==> src/rtl/spi_regport_pkg.sv <==
package spi_regport_pkg;
  typedef enum logic [1:0] {
    PH_CMD   = 2'd0,
    PH_WRITE = 2'd1,
    PH_READ  = 2'd2
  } phase_e;

  localparam int CMD_DIR_BIT = 7;
  localparam int CMD_INC_BIT = 6;
endpackage

==> src/rtl/spi_regport_sync.sv <==
module spi_regport_sync #(
  parameter int              WIDTH   = 3,
  parameter int              STAGES  = 2,
  parameter logic [WIDTH-1:0] RST_VAL = '0
) (
  input  logic             clk,
  input  logic             rst_n,
  input  logic [WIDTH-1:0] async_i,
  output logic [WIDTH-1:0] sync_o
);
  logic [WIDTH-1:0] stage_q [STAGES];

  for (genvar s = 0; s < STAGES; s++) begin : g_stage
    always_ff @(posedge clk or negedge rst_n) begin
      if (!rst_n)      stage_q[s] <= RST_VAL;
      else if (s == 0) stage_q[s] <= async_i;
      else             stage_q[s] <= stage_q[(s > 0) ? s - 1 : 0];
    end
  end

  assign sync_o = stage_q[STAGES-1];
endmodule

==> src/rtl/spi_regport_rx.sv <==
module spi_regport_rx #(
  parameter int DATA_W = 8,
  localparam int CNT_W = $clog2(DATA_W)
) (
  input  logic              clk,
  input  logic              rst_n,
  input  logic              clear,
  input  logic              rise,
  input  logic              din,
  output logic [CNT_W-1:0]  bit_idx,
  output logic              byte_done,
  output logic [DATA_W-1:0] byte_val
);
  localparam logic [CNT_W-1:0] LAST = CNT_W'(DATA_W - 1);

  logic [DATA_W-1:0] sr_q;
  logic [CNT_W-1:0]  cnt_q;

  always_ff @(posedge clk or negedge rst_n) begin
    if (!rst_n) begin
      sr_q  <= '0;
      cnt_q <= '0;
    end else if (clear) begin
      cnt_q <= '0;
    end else if (rise) begin
      sr_q  <= {sr_q[DATA_W-2:0], din};
      cnt_q <= (cnt_q == LAST) ? '0 : cnt_q + 1'b1;
    end
  end

  assign bit_idx   = cnt_q;
  assign byte_done = rise && (cnt_q == LAST);
  assign byte_val  = {sr_q[DATA_W-2:0], din};
endmodule

==> src/rtl/spi_regport_tx.sv <==
module spi_regport_tx #(
  parameter int DATA_W = 8
) (
  input  logic              clk,
  input  logic              rst_n,
  input  logic              clear,
  input  logic              load,
  input  logic [DATA_W-1:0] load_val,
  input  logic              shift,
  output logic              dout,
  output logic              drive
);
  logic [DATA_W-1:0] sr_q;

  always_ff @(posedge clk or negedge rst_n) begin
    if (!rst_n) begin
      sr_q  <= '0;
      dout  <= 1'b0;
      drive <= 1'b0;
    end else if (clear) begin
      drive <= 1'b0;
    end else if (load) begin
      dout  <= load_val[DATA_W-1];
      sr_q  <= {load_val[DATA_W-2:0], 1'b0};
      drive <= 1'b1;
    end else if (shift) begin
      dout  <= sr_q[DATA_W-1];
      sr_q  <= {sr_q[DATA_W-2:0], 1'b0};
    end
  end
endmodule

==> src/rtl/spi_regport.sv <==
module spi_regport
  import spi_regport_pkg::*;
#(
  parameter int ADDR_W      = 6,
  parameter int DATA_W      = 8,
  parameter int SYNC_STAGES = 2
) (
  input  logic              clk,
  input  logic              rst_n,
  input  logic              sclk_i,
  input  logic              csn_i,
  input  logic              sdi_i,
  input  logic              three_wire_i,
  output logic              dout_o,
  output logic              sdo_oe_o,
  output logic              sdio_oe_o,
  output logic              reg_wr_o,
  output logic              reg_rd_o,
  output logic [ADDR_W-1:0] reg_addr_o,
  output logic [DATA_W-1:0] reg_wdata_o,
  input  logic [DATA_W-1:0] reg_rdata_i
);
  localparam int CNT_W = $clog2(DATA_W);

  // Synchronized pins: {sclk, csn, sdi}; clock and select idle high.
  logic [2:0] pins_s;
  logic       s_sclk, s_csn, s_sdi;

  spi_regport_sync #(
    .WIDTH  (3),
    .STAGES (SYNC_STAGES),
    .RST_VAL(3'b110)
  ) u_sync (
    .clk    (clk),
    .rst_n  (rst_n),
    .async_i({sclk_i, csn_i, sdi_i}),
    .sync_o (pins_s)
  );

  assign {s_sclk, s_csn, s_sdi} = pins_s;

  logic sclk_q;
  always_ff @(posedge clk or negedge rst_n) begin
    if (!rst_n) sclk_q <= 1'b1;
    else        sclk_q <= s_sclk;
  end

  logic cs_idle, rise, fall;
  assign cs_idle = s_csn;
  assign rise    = !cs_idle && s_sclk && !sclk_q;
  assign fall    = !cs_idle && !s_sclk && sclk_q;

  logic [CNT_W-1:0]  bit_idx;
  logic              byte_done;
  logic [DATA_W-1:0] byte_val;

  spi_regport_rx #(.DATA_W(DATA_W)) u_rx (
    .clk      (clk),
    .rst_n    (rst_n),
    .clear    (cs_idle),
    .rise     (rise),
    .din      (s_sdi),
    .bit_idx  (bit_idx),
    .byte_done(byte_done),
    .byte_val (byte_val)
  );

  phase_e            phase_q;
  logic [ADDR_W-1:0] addr_q;
  logic              inc_q;

  always_ff @(posedge clk or negedge rst_n) begin
    if (!rst_n) begin
      phase_q <= PH_CMD;
      addr_q  <= '0;
      inc_q   <= 1'b0;
    end else if (cs_idle) begin
      phase_q <= PH_CMD;
    end else if (byte_done) begin
      if (phase_q == PH_CMD) begin
        phase_q <= byte_val[CMD_DIR_BIT] ? PH_READ : PH_WRITE;
        inc_q   <= byte_val[CMD_INC_BIT];
        addr_q  <= byte_val[ADDR_W-1:0];
      end else if (inc_q) begin
        addr_q  <= addr_q + 1'b1;
      end
    end
  end

  logic rd_start, rd_shift, drive;
  assign rd_start = fall && (phase_q == PH_READ) && (bit_idx == '0);
  assign rd_shift = fall && (phase_q == PH_READ) && (bit_idx != '0);

  spi_regport_tx #(.DATA_W(DATA_W)) u_tx (
    .clk     (clk),
    .rst_n   (rst_n),
    .clear   (cs_idle),
    .load    (rd_start),
    .load_val(reg_rdata_i),
    .shift   (rd_shift),
    .dout    (dout_o),
    .drive   (drive)
  );

  assign sdo_oe_o    = drive && !three_wire_i;
  assign sdio_oe_o   = drive && three_wire_i;
  assign reg_wr_o    = byte_done && (phase_q == PH_WRITE);
  assign reg_rd_o    = rd_start;
  assign reg_addr_o  = addr_q;
  assign reg_wdata_o = byte_val;
endmodule

==> config.mk <==
export PLATFORM = sky130hd
export DESIGN_NAME = spi_regport
export DESIGN_NICKNAME = d
export VERILOG_FILES = /design/src/rtl/spi_regport_pkg.sv /design/src/rtl/spi_regport_sync.sv /design/src/rtl/spi_regport_rx.sv /design/src/rtl/spi_regport_tx.sv /design/src/rtl/spi_regport.sv
export SDC_FILE = /design/constraint.sdc
export NUM_CORES = 1
export LEC_CHECK = 0
export BUFFER_PORTS_ARGS = -buffer_cell sky130_fd_sc_hd__buf_4
export CAP_MARGIN = 20
export CORE_ASPECT_RATIO = 1.75
export CORE_MARGIN = 5
export CORE_UTILIZATION = 40
export CTS_CLUSTER_SIZE = 30
export DETAILED_ROUTE_END_ITERATION = 6
export GPL_TIMING_DRIVEN = 0
export PLACE_DENSITY = 0.61
export SYNTH_ARGS = -nofsm -noshare
export SYNTH_HDL_FRONTEND = slang
export SYNTH_HIERARCHICAL = 1
export SYNTH_SLANG_ARGS = --single-unit
==> constraint.sdc <==
create_clock -name clk -period 5.8 [get_ports clk]
set_input_delay 0.58 -clock clk [delete_from_list [all_inputs] [get_ports clk]]
set_output_delay 0.58 -clock clk [all_outputs]
set_load 0.03 [all_outputs]
======== Yosys cells after proc, flatten, opt, wreduce, memory -nomap -nowiden ========
Cells that the tools add are included.
operators by class
  eq/ne operators ......................... 3
  bitwise gates (word level) .............. 1
  $add $sub $neg .......................... 2
  muxes and demuxes ....................... 15
  reductions and logical operators ........ 29
operators by type and width
  cell                                                              count
  8-bit two-way mux                                                 2
  6-bit two-way mux                                                 2
  2-bit nonzero test                                                6
  1-bit logical AND                                                 11
  3-bit two-way mux                                                 3
  2-bit two-way mux                                                 4
  6-bit by 1-bit adder with 6-bit output (second input constant)    1
  2-bit AND reduction                                               3
  3-bit AND reduction                                               2
  1-bit zero test                                                   4
  1-bit two-way mux                                                 4
  3-bit by 1-bit adder with 3-bit output (second input constant)    1
  3-bit == test (second input constant)                             1
  3-bit zero test                                                   1
  3-bit nonzero test                                                1
  2-bit by 1-bit == test with 1-bit output (second input constant)  1
  2-bit == test (second input constant)                             1
  2-bit zero test                                                   1
  1-bit inverter                                                    1
word-level totals
  logic and storage cells ................. 61
  bits in registers ....................... 36
  output and inout port bits .............. 19

======== Logic depth before layout (Yosys ltp) ========
Gate-level depths: netlist of run 1.
  word-level depth ........................ 7
  depth in mapped cells ................... 7

======== Modules after synthesis ========
The synthesis of run 1 kept the hierarchy.
modules (own cells, without submodules)
  module            sequential area each (µm²)  area an instance (µm²)  times used  cells an instance
  spi_regport       251.5                       615.6                   1           68
  spi_regport_rx    250.2                       466.7                   1           30
  spi_regport_tx    225.2                       425.4                   1           44
  spi_regport_sync  155.1                       177.7                   1           9

======== Worst setup path after synthesis of run 1 ========
No wires, ideal clock.
  kind .................................... register -> output
  start point ............................. register u_sync.stage_q (netlist bit u_sync/sync_o[2])
  end point ............................... output port reg_wr_o
  arrival ................................. 2.078 ns
  slack ................................... 3.142 ns
  cell stages (with the launch flop) ...... 5
  cells stage by stage .................... dfstp_2 -> buf_4 -> nor3b_1 -> and2_1 -> nor3b_1
on the way
  cells in the longest elaborated chain, start to end .. 4
ends and longest elaborated chain
  item                             RTL line                text
  start, declared                  spi_regport_sync.sv:11  logic [WIDTH-1:0] stage_q [STAGES];
  start signal, assigned by index  spi_regport_sync.sv:16  else if (s == 0) stage_q[s] <= async_i;
  start signal, assigned by index  spi_regport_sync.sv:17  else stage_q[s] <= stage_q[(s > 0) ? s - 1 : 0];
  1-bit logical AND (2 in a row)   spi_regport.sv:50       assign rise = !cs_idle && s_sclk && !sclk_q;
  net rise                         spi_regport.sv:48       logic cs_idle, rise, fall;
  1-bit logical AND                spi_regport_rx.sv:32    assign byte_done = rise && (cnt_q == LAST);
  net byte_done                    spi_regport.sv:54       logic byte_done;
  1-bit logical AND                spi_regport.sv:107      assign reg_wr_o = byte_done && (phase_q == PH_WRITE);
  end, declared                    spi_regport.sv:17       output logic reg_wr_o,
The timed path passes the listed nets, and every way through them passes these cells.

======== Worst setup path in the final report of run 1 ========
Ends and elaborated chain as after synthesis.

==> flow_summary.yaml, run 1 <==
critical_path:
  crit_path_max_fanout: 6
  cp.arrival_ns: 2.24
  setup_crit_end_kind: "primary output"
  critPathKind: "flop to primary output"
  worst_path_dominant_cell_family: "simple AND/OR/NAND/NOR gates"
  ff2ff_setup_slack_ns: 3.33
  cp_slowest_cell: "sky130_fd_sc_hd__nor3b_1"
  crit_required_ns: 5.22
  worstSetupStartpointType: "flop"
  worstPathCellList: "buf_4 > nor3b_1 > and2_1 > nor3b_1 > buf_4"
  cpPeakStageDelay_ns: 0.61
  timing.critical_path.buf_inv: 2
layout:
  num-nets-final: 207
  final.fill_count: 384
  antenna_cells_inserted: 0
  syn2layout_area_growth_pct: 23.8
  layout-drive-gt1-share_pct: 34.6
clock_network:
  clock_tree_root_buffer_cell: "sky130_fd_sc_hd__clkbuf_8"
  tritoncts: "built"
  clkLatencyLatePin_ns: 0.29
  clock_path_buffers: 2
  cts.repair_timing.setup_buffer_count: 0
  cts.htree.levels: 2
  postCtsHoldBufs: 0
  tritoncts.num_buffers: 5
  cts.repair.resized: 0
  cts_sinks: 35
  cts.clk_slew.worst_paths_ns: 0.07
sta:
  min_period_over_period_pct: 48.6
  timing_max_transition_violations_final: 0
  max_freq_mhz: 355
  max_slew.worst_pin.slew_ns: 0.734
  grt_setup_unrepaired: "no"
  hold_viol: 0
  timing.final.crit_period_ns: 2.82
  fin_skew_ns: 0.00534
  final_setup_violations: 0
  tns_ns: 0
  maxSlewHeadroom_pct: 51.0
routing:
  dr_total_vias: 1285
  drtAntennaViolNets: 0
  drc: 0
  finalWirelength_um: 3610
  drt-wirelength-per-cell_um: 15.1
  first_pass_detailed_route_iteration_total: 4
  first_iter_violations: 27
  detail_route.vias_per_cell: 5.35
yosys:
  synth_top_cell_area_share_pct: 44.5
  synthDistinctLibCells: 39
  synth_seq_area_share_pct: 52.3
  synth_nets: 168
  synth_top_flop_cell: "sky130_fd_sc_hd__dfrtp_1"
  cell_type_with_the_largest_total_area_after_synthesis: "sky130_fd_sc_hd__dfrtp_1"
  synth_area_per_cell_um2: 11.2
  netlist_area_mm2: 0.00169
  syn_inst: 151
  synth_commonest_cells: "30 x sky130_fd_sc_hd__dfrtp_1, 13 x sky130_fd_sc_hd__nor2_1, 9 x sky130_fd_sc_hd__o22ai_1"
  synth_edf_count: 0
  yosysWarningCount: 6
  async_sr_flop_fraction_pct: 100
  synthTopCellsByArea: "sky130_fd_sc_hd__dfrtp_1 45%, sky130_fd_sc_hd__dfstp_2 7.8%, sky130_fd_sc_hd__mux2_4 7.1%"
  synthMostInstantiatedCell: "sky130_fd_sc_hd__dfrtp_1"
  flops_latches_synth: 35
power_and_ir_drop:
  powerDensity_mw_per_mm2: 271
  leakage_nw: 0.970
  total_power_mw: 0.565
  ir_worst_vdd_v: 0.000178
grt:
  grt-ovfl-total: 0
  pin_count_of_the_biggest_net_entering_global_routing: 36
  number_of_antenna_violations_at_the_first_check_in_global_routing: 0
  grtUsageTotal_pct: 14.6
  grt_first_pass_wirelength_um: 6240
  grt_pass1_vias: 1354
die:
  floorplan.die_area_mm2: 0.00566
  core.rowCount: 31
  floorplan.die.height_um: 95.9
  fp.dieW_um: 59.1
  design.portCount: 33
  core_mm2: 0.00411
  initial_utilization_pct: 41.0
placement:
  hpwlAfterDp_um: 2660
  gp_congestion: 0.779
  portBuffers: 32
outcome:
  outcome: "complete, no violations"
min_path:
  hold_path.class: "input port to asynchronous set/reset pin"
run:
  max_cap_violations: 0
-- per-layer routing --
metal | wire length, um | GRT usage [%] | vias to the layer above
li1 | - | - | 624
met1 | 1390 | 15.9 | 617
met2 | 1940 | 25.9 | 38
met3 | 217 | 4.43 | 6
met4 | 59 | 5.67 | 0
met5 | 0 | 0 | -
-- power breakdown --
group	switching [mW]	internal, mW
Clock	0.0851	0.108
Combinational	0.0485	0.0467
Sequential	0.0154	0.261
Total	0.149	0.416
-- final cells by class --
cell class / count / area, um2 / area share, %
Timing Repair Buffer: 32 / 240 / 11.5
Buffer: 11 / 73.8 / 3.54
Multi-Input combinational cell: 99 / 707 / 33.9
Sequential cell: 35 / 882 / 42.3
Tap cell: 49 / 61.3 / 2.94
Inverter: 6 / 22.5 / 1.08
Clock buffer: 8 / 100 / 4.80
-- cell families after synthesis --
group / after synthesis / synth area share, %
and+or+nand+nor: 51 / 17.4
AOI/OAI and AO/OA: 35 / 14.0
DFF: 35 / 52.3
buffers and inverters: 17 / 5.72
muxes: 10 / 8.32
adders and majority gates: 3 / 2.23
-- worst paths after layout --
check | depth (start not counted) | endpoint | from
max in group asynchronous | 1 | u_sync/stage_q[5] | rst_n
min | 1 | u_rx/sr_q[5] | rst_n
min reg2reg | 0 | u_sync/sync_o[1] | u_sync/stage_q[4]
max reg2reg | 7 | reg_addr_o[1] | u_sync/sync_o[2]
min in group clk | 0 | u_sync/sync_o[1] | u_sync/stage_q[4]
max | 5 | reg_wr_o | u_sync/sync_o[2]
-- stage by stage --
stage	hold slack (ns)	setup slack [ns]	utilization [%]	cells	cell area, um2
after global routing	0.270	2.83	50.8	240	2090
final	0.233	2.98	50.8	240	2090
after CTS	0.252	2.93	50.8	240	2090
after detailed placement	0.348	3.26	48.3	232	1990
after floorplan	0.284	3.14	-	151	1690
after global placement	0.333	3.32	48.3	232	1990
-- registers in the layout, summed over array words and instances (netlist names) --
| register | flops |
|---|---|
| inc_q | 1 |
| phase_q | 2 |
| reg_addr_o | 6 |
| sclk_q | 1 |
| u_rx/bit_idx | 3 |
| u_rx/sr_q | 7 |
| u_sync/stage_q | 3 |
| u_sync/sync_o | 3 |
| u_tx/dout | 1 |
| u_tx/drive | 1 |
| u_tx/sr_q | 7 |
-- layout by cell type, fill, tap and decap left out, drive strengths merged, types with 6 or more instances in the layout --
cell type   n
dfrtp      30
nor2       13
nor3        8
o22ai       9
mux2        8
buf        40
inv         6
clkbuf     11
Power figures use the tool's default switching activity.
==> run 2, diff against run 1 <==
ABC_AREA = 1   (was not set)
clock period = 2.9 ns   (was 5.8 ns; I/O delays follow)
==> flow_summary.yaml, run 2 <==
outcome:
  outcome: "complete, no violations"
sta:
  max_freq_mhz: 416
  max_slew.worst_pin.slew_ns: 0.509
  min_period_over_period_pct: 82.9
  timing.final.crit_period_ns: 2.41
  timing_max_transition_violations_final: 0
  maxSlewHeadroom_pct: 65.8
  hold_viol: 0
  final_setup_violations: 0
  grt_setup_unrepaired: "no"
  fin_skew_ns: 0.00629
  tns_ns: 0
routing:
  drc: 0
  detail_route.vias_per_cell: 4.88
  drtAntennaViolNets: 0
  drt-wirelength-per-cell_um: 11.9
  first_iter_violations: 64
  first_pass_detailed_route_iteration_total: 4
  dr_total_vias: 1470
  finalWirelength_um: 3590
critical_path:
  setup.worst_path.end: "reg_wr_o"
  critical_path.startpoint: "u_sync/sync_o[2]"
  crit_required_ns: 2.61
  cp.arrival_ns: 2.12
  worstSetupStartpointType: "flop"
  critPathKind: "flop to primary output"
  setup_crit_end_kind: "primary output"
  ff2ff_setup_slack_ns: 0.86
  crit_path_max_fanout: 10
  reg2regPathDepth: 12
  critical_path.reg2reg.startpoint: "u_sync/sync_o[2]"
  crit-reg2reg-capture: "reg_addr_o[4]"
die:
  design.portCount: 33
  fp.dieW_um: 59.7
  core.rowCount: 31
  initial_utilization_pct: 41.7
  floorplan.die.height_um: 97.0
  floorplan.die_area_mm2: 0.00579
  core_mm2: 0.00415
clock_network:
  cts_sinks: 35
  clock_path_buffers: 2
  tritoncts: "built"
  clock_tree_root_buffer_cell: "sky130_fd_sc_hd__clkbuf_8"
  cts.htree.levels: 2
  cts.clk_slew.worst_paths_ns: 0.07
  cts.repair.resized: 0
  tritoncts.num_buffers: 5
  clkLatencyLatePin_ns: 0.28
min_path:
  hold_path.class: "input port to flop"
  holdCritStartpoint: "sclk_i"
yosys:
  synth_commonest_cells: "89 x sky130_fd_sc_hd__nand2_1, 30 x sky130_fd_sc_hd__dfrtp_1, 19 x sky130_fd_sc_hd__nand3_1"
  synth_top_flop_cell: "sky130_fd_sc_hd__dfrtp_1"
  flops_latches_synth: 35
  synth_nets: 229
  synth_edf_count: 0
  yosysWarningCount: 6
  synthDistinctLibCells: 26
  async_sr_flop_fraction_pct: 100
  synthMostInstantiatedCell: "sky130_fd_sc_hd__nand2_1"
  cell_type_with_the_largest_total_area_after_synthesis: "sky130_fd_sc_hd__dfrtp_1"
  synth_seq_area_share_pct: 51.0
  syn_inst: 212
  synthTopCellsByArea: "sky130_fd_sc_hd__dfrtp_1 43%, sky130_fd_sc_hd__nand2_1 19%, sky130_fd_sc_hd__dfstp_2 7.6%"
  synth_area_per_cell_um2: 8.16
  synth_top_cell_area_share_pct: 43.4
  netlist_area_mm2: 0.00173
layout:
  layout-drive-gt1-share_pct: 27.4
  layout.cells.most_common: "sky130_fd_sc_hd__nand2_1"
  syn2layout_area_growth_pct: 23.1
  antenna_cells_inserted: 0
  commonest_cells_after_routing_fill_and_taps_aside: "89 x sky130_fd_sc_hd__nand2_1, 36 x sky130_fd_sc_hd__buf_4, 30 x sky130_fd_sc_hd__dfrtp_1, 19 x sky130_fd_sc_hd__nand3_1, 16 x sky130_fd_sc_hd__inv_1"
  num-nets-final: 269
power_and_ir_drop:
  p_sw_mw: 0.267
  power_report.internal_total_mw: 0.751
  powerDensity_mw_per_mm2: 478
  power.share.combinational_pct: 12.6
  leakage_nw: 1.09
  total_power_mw: 1.02
  power_switching_share_pct: 26.3
  ir_worst_vdd_v: 0.000333
  share_seq_of_total_power_pct: 52.9
  clock_power_share_pct: 34.5
grt:
  grt_pass1_vias: 1472
  grtUsageTotal_pct: 14.4
  grt-ovfl-total: 0
  pin_count_of_the_biggest_net_entering_global_routing: 36
  grt_first_pass_wirelength_um: 6600
  number_of_antenna_violations_at_the_first_check_in_global_routing: 0
run:
  max_cap_violations: 0
placement:
  portBuffers: 32
  hpwlAfterDp_um: 2580
  gp_congestion: 0.747
[run 2: power by group through the flow]
stage	clock [mW]	sequential [mW]	combinational [mW]
2_1_floorplan	0	0.572	0.0389
3_3_place_gp	0	0.549	0.128
3_5_place_dp	0	0.548	0.129
4_1_cts	0.365	0.540	0.130
5_1_grt	0.383	0.544	0.143
6_report	0.351	0.539	0.128
[run 2: worst min path at each step]
stage          slack [ns]                 to  depth (start not counted)
6_report             0.11  u_sync/stage_q[5]                          1
5_1_grt              0.10  u_sync/stage_q[5]                          1
4_1_cts              0.10  u_sync/stage_q[4]                          1
3_5_place_dp         0.27         u_tx/drive                          1
3_3_place_gp         0.28       u_tx/sr_q[1]                          1
2_1_floorplan      -0.006              inc_q                          0
[run 2: what timing repair did]
action | in CTS | in global routing
hold endpoints to repair | 30 | 0
hold buffers | 1 | 0
setup buffers | 0 | 0
[run 2: through the flow]
step                setup slack, ns  util, %  area, um2  instances  hold slack (ns)
floorplan                     0.641        -       1730        212         -0.00559
global placement              0.763     49.0       2030        293            0.276
detailed placement            0.799     49.0       2030        293            0.271
CTS                           0.484     51.3       2130        301            0.104
global route                  0.329     51.3       2130        301            0.101
finish                        0.495     51.3       2130        301            0.115
[run 2: logic make-up after synthesis]
kind of cell	synth area share, %
AND/OR/NAND/NOR	33.5
flip-flops	51.0
buffers and inverters	7.88
AO/OA/AOI/OAI	5.50
adder cells (fa/ha/maj)	2.17
[run 2: final cells by class]
type / instances / area, um2
clock inverters: 1 / 5.00
clock buffers: 6 / 82.6
flip-flops and latches: 35 / 882
fillers: 416 / 2020
well taps: 49 / 61.3
inverters: 21 / 83.8
plain buffers: 6 / 52.6
repair buffers: 33 / 250
multi-input cells: 150 / 712
[run 2: worst max-delay path, stage by stage (launching register included)]
cell and delay (ns):
sky130_fd_sc_hd__dfstp_2 0.52, sky130_fd_sc_hd__buf_4 0.10, sky130_fd_sc_hd__inv_1 0.04, sky130_fd_sc_hd__nor3_1 0.40, sky130_fd_sc_hd__buf_6 0.21, sky130_fd_sc_hd__nand2_1 0.06, sky130_fd_sc_hd__inv_1 0.08, sky130_fd_sc_hd__inv_1 0.09
sky130_fd_sc_hd__nor3_1 0.16, sky130_fd_sc_hd__buf_4 0.19
[run 2: routing by layer]
metal / routed length, um / GRT usage, %
met1: 1550 / 18.5
met4: 45 / 5.63
met5: 0 / 0
met3: 194 / 3.33
met2: 1800 / 22.8
==> run 3, diff against run 2 <==
clock period = 2.4 ns   (was 2.9 ns; I/O delays follow)
==> flow_summary.yaml, run 3 (same netlist as run 2, synthesis figures left out) <==
clock_network:
  cts.clk_slew.worst_paths_ns: 0.07
  cts.repair_timing.setup_buffer_count: 0
  tritoncts: "built"
  cts_sinks: 35
  clock_tree_root_buffer_cell: "sky130_fd_sc_hd__clkbuf_8"
  clock_path_buffers: 2
  tritoncts.num_buffers: 5
  cts.htree.levels: 2
  clkLatencyLatePin_ns: 0.28
sta:
  final_setup_violations: 0
  hold_viol: 0
  min_period_over_period_pct: 91.6
  max_freq_mhz: 455
  timing.final.crit_period_ns: 2.20
  max_slew.worst_pin.slew_ns: 0.435
  timing_max_transition_violations_final: 0
  tns_ns: 0
  grt_setup_unrepaired: "no"
  maxSlewHeadroom_pct: 71.0
  fin_skew_ns: 0.00624
grt:
  grt_pass1_vias: 1472
  grt_first_pass_wirelength_um: 6600
  groute.layer.met1.usage_pct: 18.5
  grt-ovfl-total: 0
  grt_util_met2_pct: 22.8
  pin_count_of_the_biggest_net_entering_global_routing: 36
  grtUsageMet3_pct: 3.33
  number_of_antenna_violations_at_the_first_check_in_global_routing: 0
  grtUsageTotal_pct: 14.4
  grt_most_used_layer: "met2"
layout:
  multi_input_area_um2: 717
  layout.cells.most_common: "sky130_fd_sc_hd__nand2_1"
  num-nets-final: 269
  fin_cells: 301
  final.fill_count: 416
  seqCellArea_um2: 882
  commonest_cells_after_routing_fill_and_taps_aside: "89 x sky130_fd_sc_hd__nand2_1, 36 x sky130_fd_sc_hd__buf_4, 30 x sky130_fd_sc_hd__dfrtp_1, 19 x sky130_fd_sc_hd__nand3_1, 16 x sky130_fd_sc_hd__inv_1"
  post-route-util_pct: 51.4
  antenna_cells_inserted: 0
  layout-drive-gt1-share_pct: 27.8
  syn2layout_area_growth_pct: 23.4
routing:
  drt-wirelength-per-cell_um: 12.0
  drc: 0
  dr_total_vias: 1473
  first_pass_detailed_route_iteration_total: 4
  drtAntennaViolNets: 0
  detail_route.vias_per_cell: 4.89
  finalWirelength_um: 3610
  first_iter_violations: 64
power_and_ir_drop:
  leakage_nw: 1.09
  powerDensity_mw_per_mm2: 577
  ir_worst_vdd_v: 0.000402
critical_path:
  cpPeakStageDelay_ns: 0.52
  setup.worst_path.end: "reg_wr_o"
  critPathKind: "flop to primary output"
  worstPathCellList: "buf_4 > inv_1 > nor3_2 > buf_6 > nand2_1 > inv_1 > inv_1 > nor3_1 > buf_4"
  path_common_cell: "sky130_fd_sc_hd__inv_1"
  crit-reg2reg-capture: "reg_addr_o[4]"
  crit_required_ns: 2.16
  ff2ff_setup_slack_ns: 0.52
  setup_crit_end_kind: "primary output"
  critical_path.reg2reg.startpoint: "u_sync/sync_o[2]"
  crit_path_max_fanout: 10
  worstSetupStartpointType: "flop"
  reg2regPathDepth: 12
  cp.arrival_ns: 1.96
  cp_slowest_cell: "sky130_fd_sc_hd__dfstp_2"
  critical_path.startpoint: "u_sync/sync_o[2]"
min_path:
  worst_hold_depth: 1
  hold_path.class: "input port to flop"
placement:
  hpwlAfterDp_um: 2580
  gp_congestion: 0.747
  numPlacedInstances: 293
  portBuffers: 32
die:
  initial_utilization_pct: 41.7
  core_mm2: 0.00415
  core.rowCount: 31
  floorplan.die_area_mm2: 0.00579
  floorplan.die.height_um: 97.0
  design.portCount: 33
  fp.dieW_um: 59.7
outcome:
  outcome: "complete, no violations"
run:
  max_cap_violations: 0
[run 3: cell count changes in the layout (fill, tap and decap cells not counted)]
cell / before / now
sky130_fd_sc_hd__nor3_1: 3 / 2
sky130_fd_sc_hd__nor3_2: 0 / 1
[run 3: final cells by class]
class                      count  area share [%]
clock inverter                 1           0.234
buffer                         6            2.46
clock buffer                   6            3.87
timing repair buffer          33            11.7
inverter                      21            3.93
sequential                    35            41.3
multi-input combinational    150            33.6
tap                           49            2.87
[run 3: how the worst min path moves through the flow]
| stage | start | to | slack (ns) |
|---|---|---|---|
| after global routing | sclk_i | u_sync/stage_q[5] | 0.05 |
| after global placement | rst_n | u_tx/sr_q[1] | 0.23 |
| after CTS | csn_i | u_sync/stage_q[4] | 0.05 |
| after detailed placement | rst_n | u_tx/drive | 0.22 |
| after floorplan | rst_n | inc_q | -0.06 |
| final | sclk_i | u_sync/stage_q[5] | 0.06 |
[run 3: power breakdown]
| part | total [mW] | switching [mW] | internal (mW) | leakage, nW |
|---|---|---|---|---|
| registers | 0.652 | 0.0319 | 0.620 | 0.421 |
| clock network | 0.425 | 0.200 | 0.225 | 0.0470 |
| logic | 0.155 | 0.0925 | 0.0627 | 0.627 |
[run 3: through the flow]
step                setup WS, ns  hold WS, ns  instance area (um2)  power, mW
floorplan                  0.191      -0.0556                 1730      0.738
CTS                       0.0343       0.0539                 2130       1.25
global route              0.0646       0.0508                 2130       1.29
global placement           0.313        0.226                 2030      0.818
detailed placement         0.349        0.221                 2030      0.818
finish                     0.203       0.0638                 2130       1.23
[run 3: per-layer routing]
layer | wire [um] | up-vias
li1 | - | 745
met1 | 1580 | 690
met2 | 1790 | 34
met3 | 196 | 4
met4 | 45 | 0
met5 | 0 | -
[run 3: repair_timing]
item	CTS	global route
hold endpoints to repair	30	0
gates resized for setup	0	1
hold buffers	1	0
endpoints found under the setup margin	0	1
[run 3: worst max-delay path: cells and delay by family, from the launching register on]
kind                   cells  cell delay, ns
AND/OR/NAND/NOR            3            0.48
flip-flops                 1            0.52
buffers and inverters      6            0.70
